==> src/rtl/opaddr_pkg.sv <==
package opaddr_pkg;

  typedef enum logic [1:0] {
    AM_ABS    = 2'b00,
    AM_PTR    = 2'b01,
    AM_INDEX  = 2'b10,
    AM_REL    = 2'b11
  } amode_e;

endpackage

==> src/rtl/opaddr_base_sel.sv <==
// Combinational address arithmetic: one shared adder for the index-based and
// counter-relative modes, and a separate constant-offset add for the pointer location.
module opaddr_base_sel
  import opaddr_pkg::*;
#(
  parameter int ADDR_W   = 16,
  parameter int DISP_W   = 9,
  parameter int PTR_BASE = 512
) (
  input  amode_e            mode_i,
  input  logic [DISP_W-1:0] disp_i,
  input  logic              use_ext_i,
  input  logic [ADDR_W-1:0] ext_word_i,
  input  logic [ADDR_W-1:0] idx_i,
  input  logic [ADDR_W-1:0] ic_i,
  output logic [ADDR_W-1:0] calc_addr_o,
  output logic [ADDR_W-1:0] ptr_addr_o
);

  localparam int EXT_W = ADDR_W - DISP_W;

  logic [ADDR_W-1:0] disp_z;
  logic [ADDR_W-1:0] disp_s;
  logic [ADDR_W-1:0] base_sel;
  logic [ADDR_W-1:0] off_sel;

  // Widening of the displacement; a generate picks the form when the widths match.
  generate
    if (EXT_W > 0) begin : g_widen
      assign disp_z = {{EXT_W{1'b0}}, disp_i};
      assign disp_s = {{EXT_W{disp_i[DISP_W-1]}}, disp_i};
    end else begin : g_same
      assign disp_z = disp_i[ADDR_W-1:0];
      assign disp_s = disp_i[ADDR_W-1:0];
    end
  endgenerate

  always_comb begin
    base_sel = '0;
    off_sel  = disp_z;
    unique case (mode_i)
      AM_INDEX: base_sel = idx_i;
      AM_REL: begin
        base_sel = ic_i;
        off_sel  = disp_s;
      end
      default: base_sel = '0;
    endcase
  end

  always_comb begin
    if (mode_i == AM_ABS && use_ext_i) calc_addr_o = ext_word_i;
    else                               calc_addr_o = base_sel + off_sel;
  end

  assign ptr_addr_o = disp_z + ADDR_W'(PTR_BASE);

endmodule

==> src/rtl/opaddr_ptr_fetch.sv <==
// Single outstanding pointer read. The request register is also the busy state.
module opaddr_ptr_fetch #(
  parameter int ADDR_W = 16
) (
  input  logic              clk,
  input  logic              rst,
  input  logic              launch_i,
  input  logic [ADDR_W-1:0] launch_addr_i,
  input  logic              mem_ack_i,
  output logic              mem_req_o,
  output logic [ADDR_W-1:0] mem_addr_o,
  output logic              fetch_done_o
);

  always_ff @(posedge clk) begin
    if (rst) begin
      mem_req_o  <= 1'b0;
      mem_addr_o <= '0;
    end else if (!mem_req_o && launch_i) begin
      mem_req_o  <= 1'b1;
      mem_addr_o <= launch_addr_i;
    end else if (mem_req_o && mem_ack_i) begin
      mem_req_o  <= 1'b0;
    end
  end

  assign fetch_done_o = mem_req_o && mem_ack_i;


  req_hold_chk: assert property (@(posedge clk) disable iff (rst)
    (mem_req_o && !mem_ack_i) |=> (mem_req_o && $stable(mem_addr_o)));


  no_relaunch_chk: assert property (@(posedge clk) disable iff (rst)
    (mem_req_o && launch_i) |=> $stable(mem_addr_o));

endmodule

==> src/rtl/operand_addr_gen.sv <==
module operand_addr_gen
  import opaddr_pkg::*;
#(
  parameter int ADDR_W   = 16,
  parameter int DISP_W   = 9,
  parameter int PTR_BASE = 512
) (
  input  logic              clk,
  input  logic              rst,
  input  logic              start,
  input  logic [1:0]        mode,
  input  logic [DISP_W-1:0] disp,
  input  logic              use_ext,
  input  logic [ADDR_W-1:0] ext_word,
  input  logic [ADDR_W-1:0] idx_val,
  input  logic [ADDR_W-1:0] ic_val,
  output logic              mem_req,
  output logic [ADDR_W-1:0] mem_addr,
  input  logic              mem_ack,
  input  logic [ADDR_W-1:0] mem_rdata,
  output logic [ADDR_W-1:0] ea,
  output logic              done
);

  amode_e            mode_e;
  logic [ADDR_W-1:0] calc_addr;
  logic [ADDR_W-1:0] ptr_addr;
  logic              accept;
  logic              launch;
  logic              fetch_done;

  assign mode_e = amode_e'(mode);
  assign accept = start && !mem_req;
  assign launch = accept && (mode_e == AM_PTR);

  opaddr_base_sel #(
    .ADDR_W  (ADDR_W),
    .DISP_W  (DISP_W),
    .PTR_BASE(PTR_BASE)
  ) u_base_sel (
    .mode_i     (mode_e),
    .disp_i     (disp),
    .use_ext_i  (use_ext),
    .ext_word_i (ext_word),
    .idx_i      (idx_val),
    .ic_i       (ic_val),
    .calc_addr_o(calc_addr),
    .ptr_addr_o (ptr_addr)
  );

  opaddr_ptr_fetch #(
    .ADDR_W(ADDR_W)
  ) u_ptr_fetch (
    .clk          (clk),
    .rst          (rst),
    .launch_i     (launch),
    .launch_addr_i(ptr_addr),
    .mem_ack_i    (mem_ack),
    .mem_req_o    (mem_req),
    .mem_addr_o   (mem_addr),
    .fetch_done_o (fetch_done)
  );

  always_ff @(posedge clk) begin
    if (rst) begin
      done <= 1'b0;
      ea   <= '0;
    end else begin
      done <= 1'b0;
      if (accept && mode_e != AM_PTR) begin
        done <= 1'b1;
        ea   <= calc_addr;
      end else if (fetch_done) begin
        done <= 1'b1;
        ea   <= mem_rdata;
      end
    end
  end


  abs_short_chk: assert property (@(posedge clk) disable iff (rst)
    (start && !mem_req && mode == 2'b00 && !use_ext)
      |=> (done && ea == ADDR_W'($past(disp))));


  abs_long_chk: assert property (@(posedge clk) disable iff (rst)
    (start && !mem_req && mode == 2'b00 && use_ext)
      |=> (done && ea == $past(ext_word)));


  ptr_launch_chk: assert property (@(posedge clk) disable iff (rst)
    (start && !mem_req && mode == 2'b01)
      |=> (mem_req && !done && mem_addr == ADDR_W'($past(disp)) + ADDR_W'(PTR_BASE)));


  ptr_return_chk: assert property (@(posedge clk) disable iff (rst)
    (mem_req && mem_ack) |=> (done && !mem_req && ea == $past(mem_rdata)));


  busy_drop_chk: assert property (@(posedge clk) disable iff (rst)
    (mem_req && !mem_ack) |=> !done);


  done_cause_chk: assert property (@(posedge clk) disable iff (rst)
    done |-> ($past(start && !mem_req && mode != 2'b01) || $past(mem_req && mem_ack)));


  ea_hold_chk: assert property (@(posedge clk) disable iff (rst)
    !done |-> $stable(ea));


  stray_ack_chk: assert property (@(posedge clk) disable iff (rst)
    (!mem_req && mem_ack && !start) |=> (!done && !mem_req));

endmodule

==> config.mk <==
export PLATFORM = sky130hd
export DESIGN_NAME = operand_addr_gen
export DESIGN_NICKNAME = d
export VERILOG_FILES = /design/src/rtl/opaddr_pkg.sv /design/src/rtl/opaddr_base_sel.sv /design/src/rtl/opaddr_ptr_fetch.sv /design/src/rtl/operand_addr_gen.sv
export SDC_FILE = /design/constraint.sdc
export NUM_CORES = 1
export LEC_CHECK = 0
export BUFFER_PORTS_ARGS = -buffer_cell sky130_fd_sc_hd__buf_2
export CAP_MARGIN = 40
export CORE_MARGIN = 4
export CORE_UTILIZATION = 51
export DETAILED_ROUTE_END_ITERATION = 8
export GPL_TIMING_DRIVEN = 0
export PLACE_DENSITY_LB_ADDON = 0.2
export REMOVE_ABC_BUFFERS = 1
export SYNTH_ARGS = -nofsm -noshare
export SYNTH_HDL_FRONTEND = slang
export SYNTH_SLANG_ARGS = --single-unit
==> constraint.sdc <==
create_clock -name clk -period 5.45 [get_ports clk]
set_input_delay 0.2725 -clock clk [delete_from_list [all_inputs] [get_ports clk]]
set_output_delay 0.2725 -clock clk [all_outputs]
set_load 0.02 [all_outputs]
Word level (Yosys, flattened, before mapping)
Cells that the tools add are included.
- memory bits (writable): 0
- flip-flop bits (word level): 34
- input port bits: 80
- bits in read-only memories: 0
- word-level logic and storage cells: 29
- bits in latches: 0
- memories: 0
- mux-type cells: 9
- magnitude comparators: 0
- add/sub/neg operators: 2
- multipliers: 0
- shift-type cells: 0
- divide/modulo/power cells: 0
- reduce and logical (&&, ||, !) cells: 10
- bitwise operators: 0
- equality and inequality tests: 4
- operator list (kind ; count):
    $mux 16 ; 4
    $pmux 16 s2 ; 1
    $add 16x16->16 ; 1
    $add 9x10->11 const B ; 1
    $logic_and 1x1->1 ; 6
    $eq 2x2->1 const B ; 2
    $mux 1 ; 4
    $reduce_bool 2->1 ; 2
    $eq 2x1->1 const B ; 1
    $logic_not 2->1 ; 1
    $ne 2x1->1 const B ; 1
    $logic_not 1->1 ; 1

Logic depth before layout (Yosys ltp)
Gate-level depths: netlist (run 1).
- word-level depth: 5
- gate-level depth with buffers: 13
- depth with buffers taken out: 11

Modules after synthesis
A second synthesis (run 1) with hierarchy kept.
- cells, all modules: 350
- area total of the unflattened synthesis: 3027.9 µm²
- by module, submodules not included (module ; times used ; area each (µm²) ; cells each ; seq. area each (µm²)):
    opaddr_base_sel ; 1 ; 1343.8 ; 194 ; 0.0
    operand_addr_gen ; 1 ; 862.1 ; 81 ; 340.3
    opaddr_ptr_fetch ; 1 ; 822.0 ; 75 ; 340.3

Worst setup path before layout (run 1)
No wires, ideal clock.
- kind: input port to flip-flop
- start: in mode[0]
- end: reg ea[14]
- arrival: 2637 ps
- setup slack: 2727 ps
- cell stages on the path: 13
- required time: 5364 ps
- cells stage by stage: buf_2 buf_2 mux2i_1 nor2b_1 ha_1 inv_1 fa_1 and2b_1 o211ai_2 a31oi_2 a2111oi_4 xor2_1 a211oi_1
- cells in the longest elaborated chain, start to end: 5
- elaborated cells between the ends (all ways): 12
- ends and longest elaborated chain (element ; line ; source):
    from (decl) ; operand_addr_gen.sv:11 ; input logic [1:0] mode,
    $eq 2x2->1 ; opaddr_base_sel.sv:41 ; unique case (mode_i)
    $pmux 16 s2 / $mux 16 (equally long branches) ; opaddr_base_sel.sv:41 ;
    $add 16x16->16 ; opaddr_base_sel.sv:53 ; else calc_addr_o = base_sel + off_sel;
    $mux 16 ; opaddr_base_sel.sv:52 ; if (mode_i == AM_ABS && use_ext_i) calc_addr_o = ext_word_i;
    $mux 16 ; operand_addr_gen.sv:70 ; if (accept && mode_e != AM_PTR) begin
    to (signal assigned) ; operand_addr_gen.sv:72 ; ea <= calc_addr;
    to (signal assigned) ; operand_addr_gen.sv:75 ; ea <= mem_rdata;
    to (decl) ; operand_addr_gen.sv:21 ; output logic [ADDR_W-1:0] ea,
Several ways; a longest one is shown, not always the timed one.
A chain may end at the register's enable or synchronous reset.

Worst setup path after layout (run 1)
- start: in mode[0]
- end: reg ea[10]
The elaborated chain is that of the path after synthesis.

==> reports/results.txt, run 1 <==
Die span in y: 76.6 um
Mapped Area: 2400 sq um
Worst r2r path cells: 4
First-pass GRT wire length: 10,200 um
Layout area overhead: 23.6%
Sequential share of power: 0.371
Fin cells: 457
# H-tree levels: 1
Row cnt: 24
Worst hold slack: 0.240 ns
Clock Latency Late Sink: 0.28 ns
Post-CTS setup buffer count: 0
Kind of critical path: input port to register
Pin count of the biggest net entering global routing: 30
Most common cell in the netlist: nand2_1
Die W: 76.6 um
Worst Setup Start Kind: input port
CP max-delay cell: buf_2
Antenna Cells: 0
Worst-case clock buffer depth: 2
Maximum clock frequency: 369 MHz
Critical Path RT: 5.65 ns
Critical Path Max Stage Delay: 0.44 ns
Post-synthesis register bit count: 28
TritonCTS clock tree: built
Worst vdd ir: 0.108 mV
IO Count: 114
Crit path arrival time: 2.91 ns
GRT Util Overall: 0.205
Final worst slack: 2.74 ns
Outcome: finished, final reports clean
Async S/R FF share, synth: 0
Leakage power: 1.41 nW
Max cap viols: 0
Core box area: 4440 sq um
Slew HR: 0.412
Vias in the first global route: 2,311
Worst Path Buf+Inv: 2
Routability cong.: 0.946
Dpl cells: 453
Worst-margin pin slew: 0.878 ns
Dpl cell area: 2890 sq um
Layout net count: 502
Hold Buf Count CTS: 0
WHS Path Cells: 3
Die Area: 5860 sq um
Setup TNS: 0 ns
Max-slew violation count: 0
Hold_sp: disp[4]
Synth Flop Type: dfxtp_1
P_sw: 0.202 mW
Initial Util: 0.540
Critical path's top delay family: compound AO/OA/AOI/OAI gates
Crit path time final: 2.71 ns
WL/cell: 13.5 um
Post-CTS sizing: 0
R2r startpoint: u_ptr_fetch.mem_req_o
R2R setup slack: 3.71 ns
Sw Ratio: 0.330
Hold Path Class: input port to register
Post-Route Skew: 0.00168 ns
Hold violation total from the final report: 0
Post-route cell area: 2970 sq um
Synth top area share: 0.234
CTS Buf Count: 3
Area leader, netlist: dfxtp_1
Initial antenna violation count: 0
Final setup vio count: 0
Sequential cell area fraction in the yosys report: 0.234
Critical R2R Capture: ea[6]
Critical-path maximum fanout: 22
Pint: 0.410 mW
Vias: 2,438
Initial DRC Count: 91
GR Overflow Total: 0
Fin crit share: 0.498
Routed Wire Length: 6190 um
CP Capture Type: register
Post-synth EDFFs: 0
Port bufs: 107
Combinational share of power: 0.356
Pwr Total: 0.612 mW
RSZ-0062 raised after global routing: no
Layout cells sized above 1: 0.309
Clock sink count: 28
# DRC: 0
Synth Instances: 313
Clk slew on worst S/H paths: 0.10 ns
Ranking of synthesized cells by area: dfxtp_1 (23%), nand2_1 (8.5%), ha_1 (7.8%)
First-pass DRT Iterations: 4
Cell chain of the critical path: buf_2 > mux2i_1 > nor2b_1 > ha_1 > inv_1 > fa_1 > and2b_1 > o211ai_2 > a31oi_2 > a21boi_1 > xor2_1 > a211oi_1
Final HPWL DP: 4890 um
Ys Warns: 0
Yosys cell types: 51
Remaining antenna violation count: 0
Most frequent cells after synthesis: nand2_1 (54), a21oi_1 (29), dfxtp_1 (28)
Pre-CTS WS: 2.40 ns
Vias per inst: 5.33
Root Driver: clkbuf_8
Mapped Avg Cell Area: 7.66 sq um
Clock network fraction of total power: 0.273
Hold Path End: u_ptr_fetch.mem_addr_o[4]
Pwr dens: 206 nW/um^2
Utilization after layout: 0.667
power by group through the flow:
stage | combinational (mW) | clock, mW | sequential (mW)
floorplan | 0.119 | 0 | 0.251
global placement | 0.213 | 0 | 0.231
detailed placement | 0.217 | 0 | 0.232
CTS | 0.218 | 0.169 | 0.227
global route | 0.243 | 0.176 | 0.229
finish | 0.218 | 0.167 | 0.227
sequential cells by signal (all words and copies together), names as in the netlist:
signal,count
ea,16
done,1
u_ptr_fetch.mem_addr_o,10
u_ptr_fetch.mem_req_o,1
how the worst max path moves through the flow:
| stage | startpoint | endpoint | cells past startpoint |
|---|---|---|---|
| CTS | mode[0] | ea[10] | 12 |
| global placement | mode[0] | ea[10] | 12 |
| detailed placement | mode[0] | ea[10] | 12 |
| global route | mode[0] | ea[10] | 12 |
| finish | mode[0] | ea[10] | 12 |
| floorplan | mode[0] | ea[14] | 11 |
metal layers:
metal / vias up / GRT usage / wire length [um]
met3: 6 / 0.0355 / 437
met4: 0 / 0.0417 / 51
met1: 1069 / 0.271 / 2900
met2: 87 / 0.349 / 2800
li1: 1276 / - / -
met5: - / 0 / 0
worst reg2reg max path, delay by kind of cell, from the launching register on:
kind	cells	cell delay [ns]
compound gates	2	0.67
flops	1	0.36
simple gates	2	0.66
cells in the final DEF, fill, tap and decap left out, types with 7 or more instances in the layout:
cell type  count
ha_1          15
dfxtp_1       28
nand2_1       54
inv_1          7
o21ai_0        9
mux2i_1       16
nand3_1        9
buf_2        107
a21oi_1       29
xnor2_1        9
a211oi_1       9
nor2b_1       20
nor2_1        17
cell families after synthesis:
family,share of synthesized area
simple gates,0.245
compound gates,0.248
xor+xnor,0.0511
flops,0.234
mux,0.0715
other cells,0.00156
fa+ha+maj,0.0866
buf+inv,0.0626
layout make-up:
type / instances / area [sq um]
multi-input cells: 259 / 1710
fillers: 409 / 1480
flip-flops and latches: 28 / 561
repair buffers: 107 / 536
well taps: 52 / 65.1
clock buffers: 3 / 41.3
clock inverters: 1 / 30.0
inverters: 7 / 26.3
Power figures use the tool's default switching activity.
==> inputs of run 2 (changes only) <==
Settings changed: ABC_AREA from default to 1, CORE_UTILIZATION 51 to 44.
Clock period 5.45 ns to 2.4 ns, I/O delays scaled along.
==> reports/results.txt, run 2 <==
Max reg flops: 16
Layout cells sized above 1: 0.247
Fillers: 615
Crit path time final: 2.09 ns
Worst Setup Start Kind: input port
Max cap viols: 0
Initial Util: 0.462
Vias in the first global route: 2,740
Max-slew violation count: 0
GRT Util Overall: 0.193
Critical-path maximum fanout: 20
Max Used Layer: met4
Layout area overhead: 23.3%
Vias: 2,970
Most frequent cells after synthesis: nand2_1 (142), inv_1 (60), nand3_1 (38)
Crit path arrival time: 2.31 ns
Largest Register: ea
WL met3: 431 um
Routability cong.: 0.836
Ranking of synthesized cells by area: dfxtp_1 (22%), nand2_1 (21%), inv_1 (8.8%)
Most frequent cells in the layout: nand2_1 (141), buf_2 (106), inv_1 (60)
Register area: 561 sq um
Clock sink count: 28
Pwr dens: 453 nW/um^2
Worst hold slack: 0.0399 ns
Leakage power: 1.89 nW
Synth Instances: 438
Top Registers: ea: 16 flops, u_ptr_fetch.mem_addr_o: 10 flops
WL met2: 3580 um
Area leader, netlist: dfxtp_1
Die span in y: 84.5 um
Final HPWL DP: 5820 um
Final setup vio count: 0
Worst r2r path cells: 7
Setup TNS: 0 ns
TritonCTS clock tree: built
Dpl cell area: 3090 sq um
WL/cell: 11.7 um
Sequential cell area fraction in the yosys report: 0.218
Kind of critical path: input port to register
# H-tree levels: 1
Post-synth EDFFs: 0
Critical Path Max Stage Delay: 0.39 ns
Cell chain of the critical path: clkbuf_4 > nand2_2 > inv_4 > nand2_1 > nand2_1 > ha_1 > inv_1 > fa_1 > inv_1 > nand3_1 > nand3_1 > nand2_1 > nand3b_1 > nand2_1 > o21bai_1 > nand2_1 > a21oi_1
Utilization after layout: 0.569
IO Count: 114
CP dominant cell by count: nand2_1
WHS Path Cells: 2
Slew HR: 0.505
Worst vdd ir: 0.351 mV
Final worst slack: 0.312 ns
Hold Path Class: input port to register
Layout net count: 632
Clock Latency Late Sink: 0.28 ns
Async S/R FF share, synth: 0
Remaining antenna violation count: 0
Antenna Cells: 0
Row cnt: 27
Die Area: 7140 sq um
Post-synthesis register bit count: 28
Vias per inst: 4.89
Hold violation total from the final report: 0
Fin crit share: 0.870
CP Capture Type: register
Maximum clock frequency: 479 MHz
Pin count of the biggest net entering global routing: 27
First-pass DRT Iterations: 5
CTS Buf Count: 3
GR Overflow Total: 0
Worst-margin pin slew: 0.741 ns
Most common cell in the netlist: nand2_1
First-pass GRT wire length: 11,900 um
Pre-CTS WS: -0.233 ns
RSZ-0062 raised after global routing: no
Hold Buf Count CTS: 0
Root Driver: clkbuf_8
Outcome: finished, final reports clean
Mapped Area: 2570 sq um
Initial antenna violation count: 0
Port bufs: 107
Ys Warns: 0
Synth top area share: 0.218
Yosys cell types: 32
Clk slew on worst S/H paths: 0.10 ns
Synth Flop Type: dfxtp_1
Mapped Avg Cell Area: 5.88 sq um
Worst-case clock buffer depth: 2
Core box area: 5570 sq um
Commonest non-fill, non-tap cell in the layout: nand2_1
Routed Wire Length: 7130 um
Die W: 84.5 um
Post-Route Skew: 0.00362 ns
# DRC: 0
Multi-input gate area: 1670 sq um
Met1 WL: 3020 um
Initial DRC Count: 119
Post-route cell area: 3170 sq um
Critical Path RT: 2.62 ns
CP max-delay cell: fa_1
-- run 2: cell types whose count changed after synthesis, moves of 16 or more --
cell	previous run	this run
mux2i_1	16	0
nor2_1	17	36
nor2b_1	20	0
inv_1	7	60
nand3_1	9	38
nand2_1	54	142
o21ai_0	9	36
-- run 2: path summary, 6_finish.rpt --
check / from / endpoint / slack, ns
worst min register to register: ea[7] / ea[7] / 0.48
worst max-delay path: mode[1] / ea[8] / 0.31
worst min-delay path: rst / u_ptr_fetch.mem_req_o / 0.04
worst max register to register: u_ptr_fetch.mem_req_o / ea[5] / 0.57
-- run 2: cell families after synthesis --
kind of cell,share of synthesized area
flops,0.218
fa+ha+maj,0.0807
buf+inv,0.143
simple gates,0.375
other cells,0.00146
compound gates,0.161
xor+xnor,0.0204
-- run 2: power breakdown --
part,internal (mW),switching (mW),total (mW)
clock network,0.224,0.162,0.386
registers,0.501,0.0182,0.519
logic,0.201,0.332,0.533
total,0.925,0.512,1.44
-- run 2: layout make-up --
type / instances / share of cell area
clock inverters: 1 / 0.00946
flip-flops and latches: 28 / 0.177
multi-input cells: 332 / 0.525
repair buffers: 107 / 0.170
inverters: 64 / 0.0781
clock buffers: 3 / 0.0130
well taps: 72 / 0.0284
-- run 2: worst max-delay path: cells and delay by family --
| family | cells | cell delay, ns |
|---|---|---|
| and+or+nand+nor | 9 | 0.81 |
| buffers and inverters | 4 | 0.59 |
| adders and majority gates | 2 | 0.55 |
| AOI/OAI and AO/OA | 2 | 0.23 |
-- run 2: repair_timing --
action | in CTS | in global routing
setup buffers | 0 | 0
gates resized for setup | 0 | 3
endpoints found under the setup margin | 0 | 11
hold endpoints to repair | 0 | 0
-- run 2: layer usage --
layer	vias up	GRT usage
met1	1302	0.226
met3	10	0.0206
met5	-	0
met4	0	0.0489
li1	1568	-
met2	90	0.370
-- run 2: through the flow --
stage | total power, mW | cells
2_1_floorplan | 0.879 | 424
3_3_place_gp | 1.05 | 603
3_5_place_dp | 1.06 | 603
4_1_cts | 1.45 | 607
5_1_grt | 1.54 | 607
6_report | 1.44 | 607
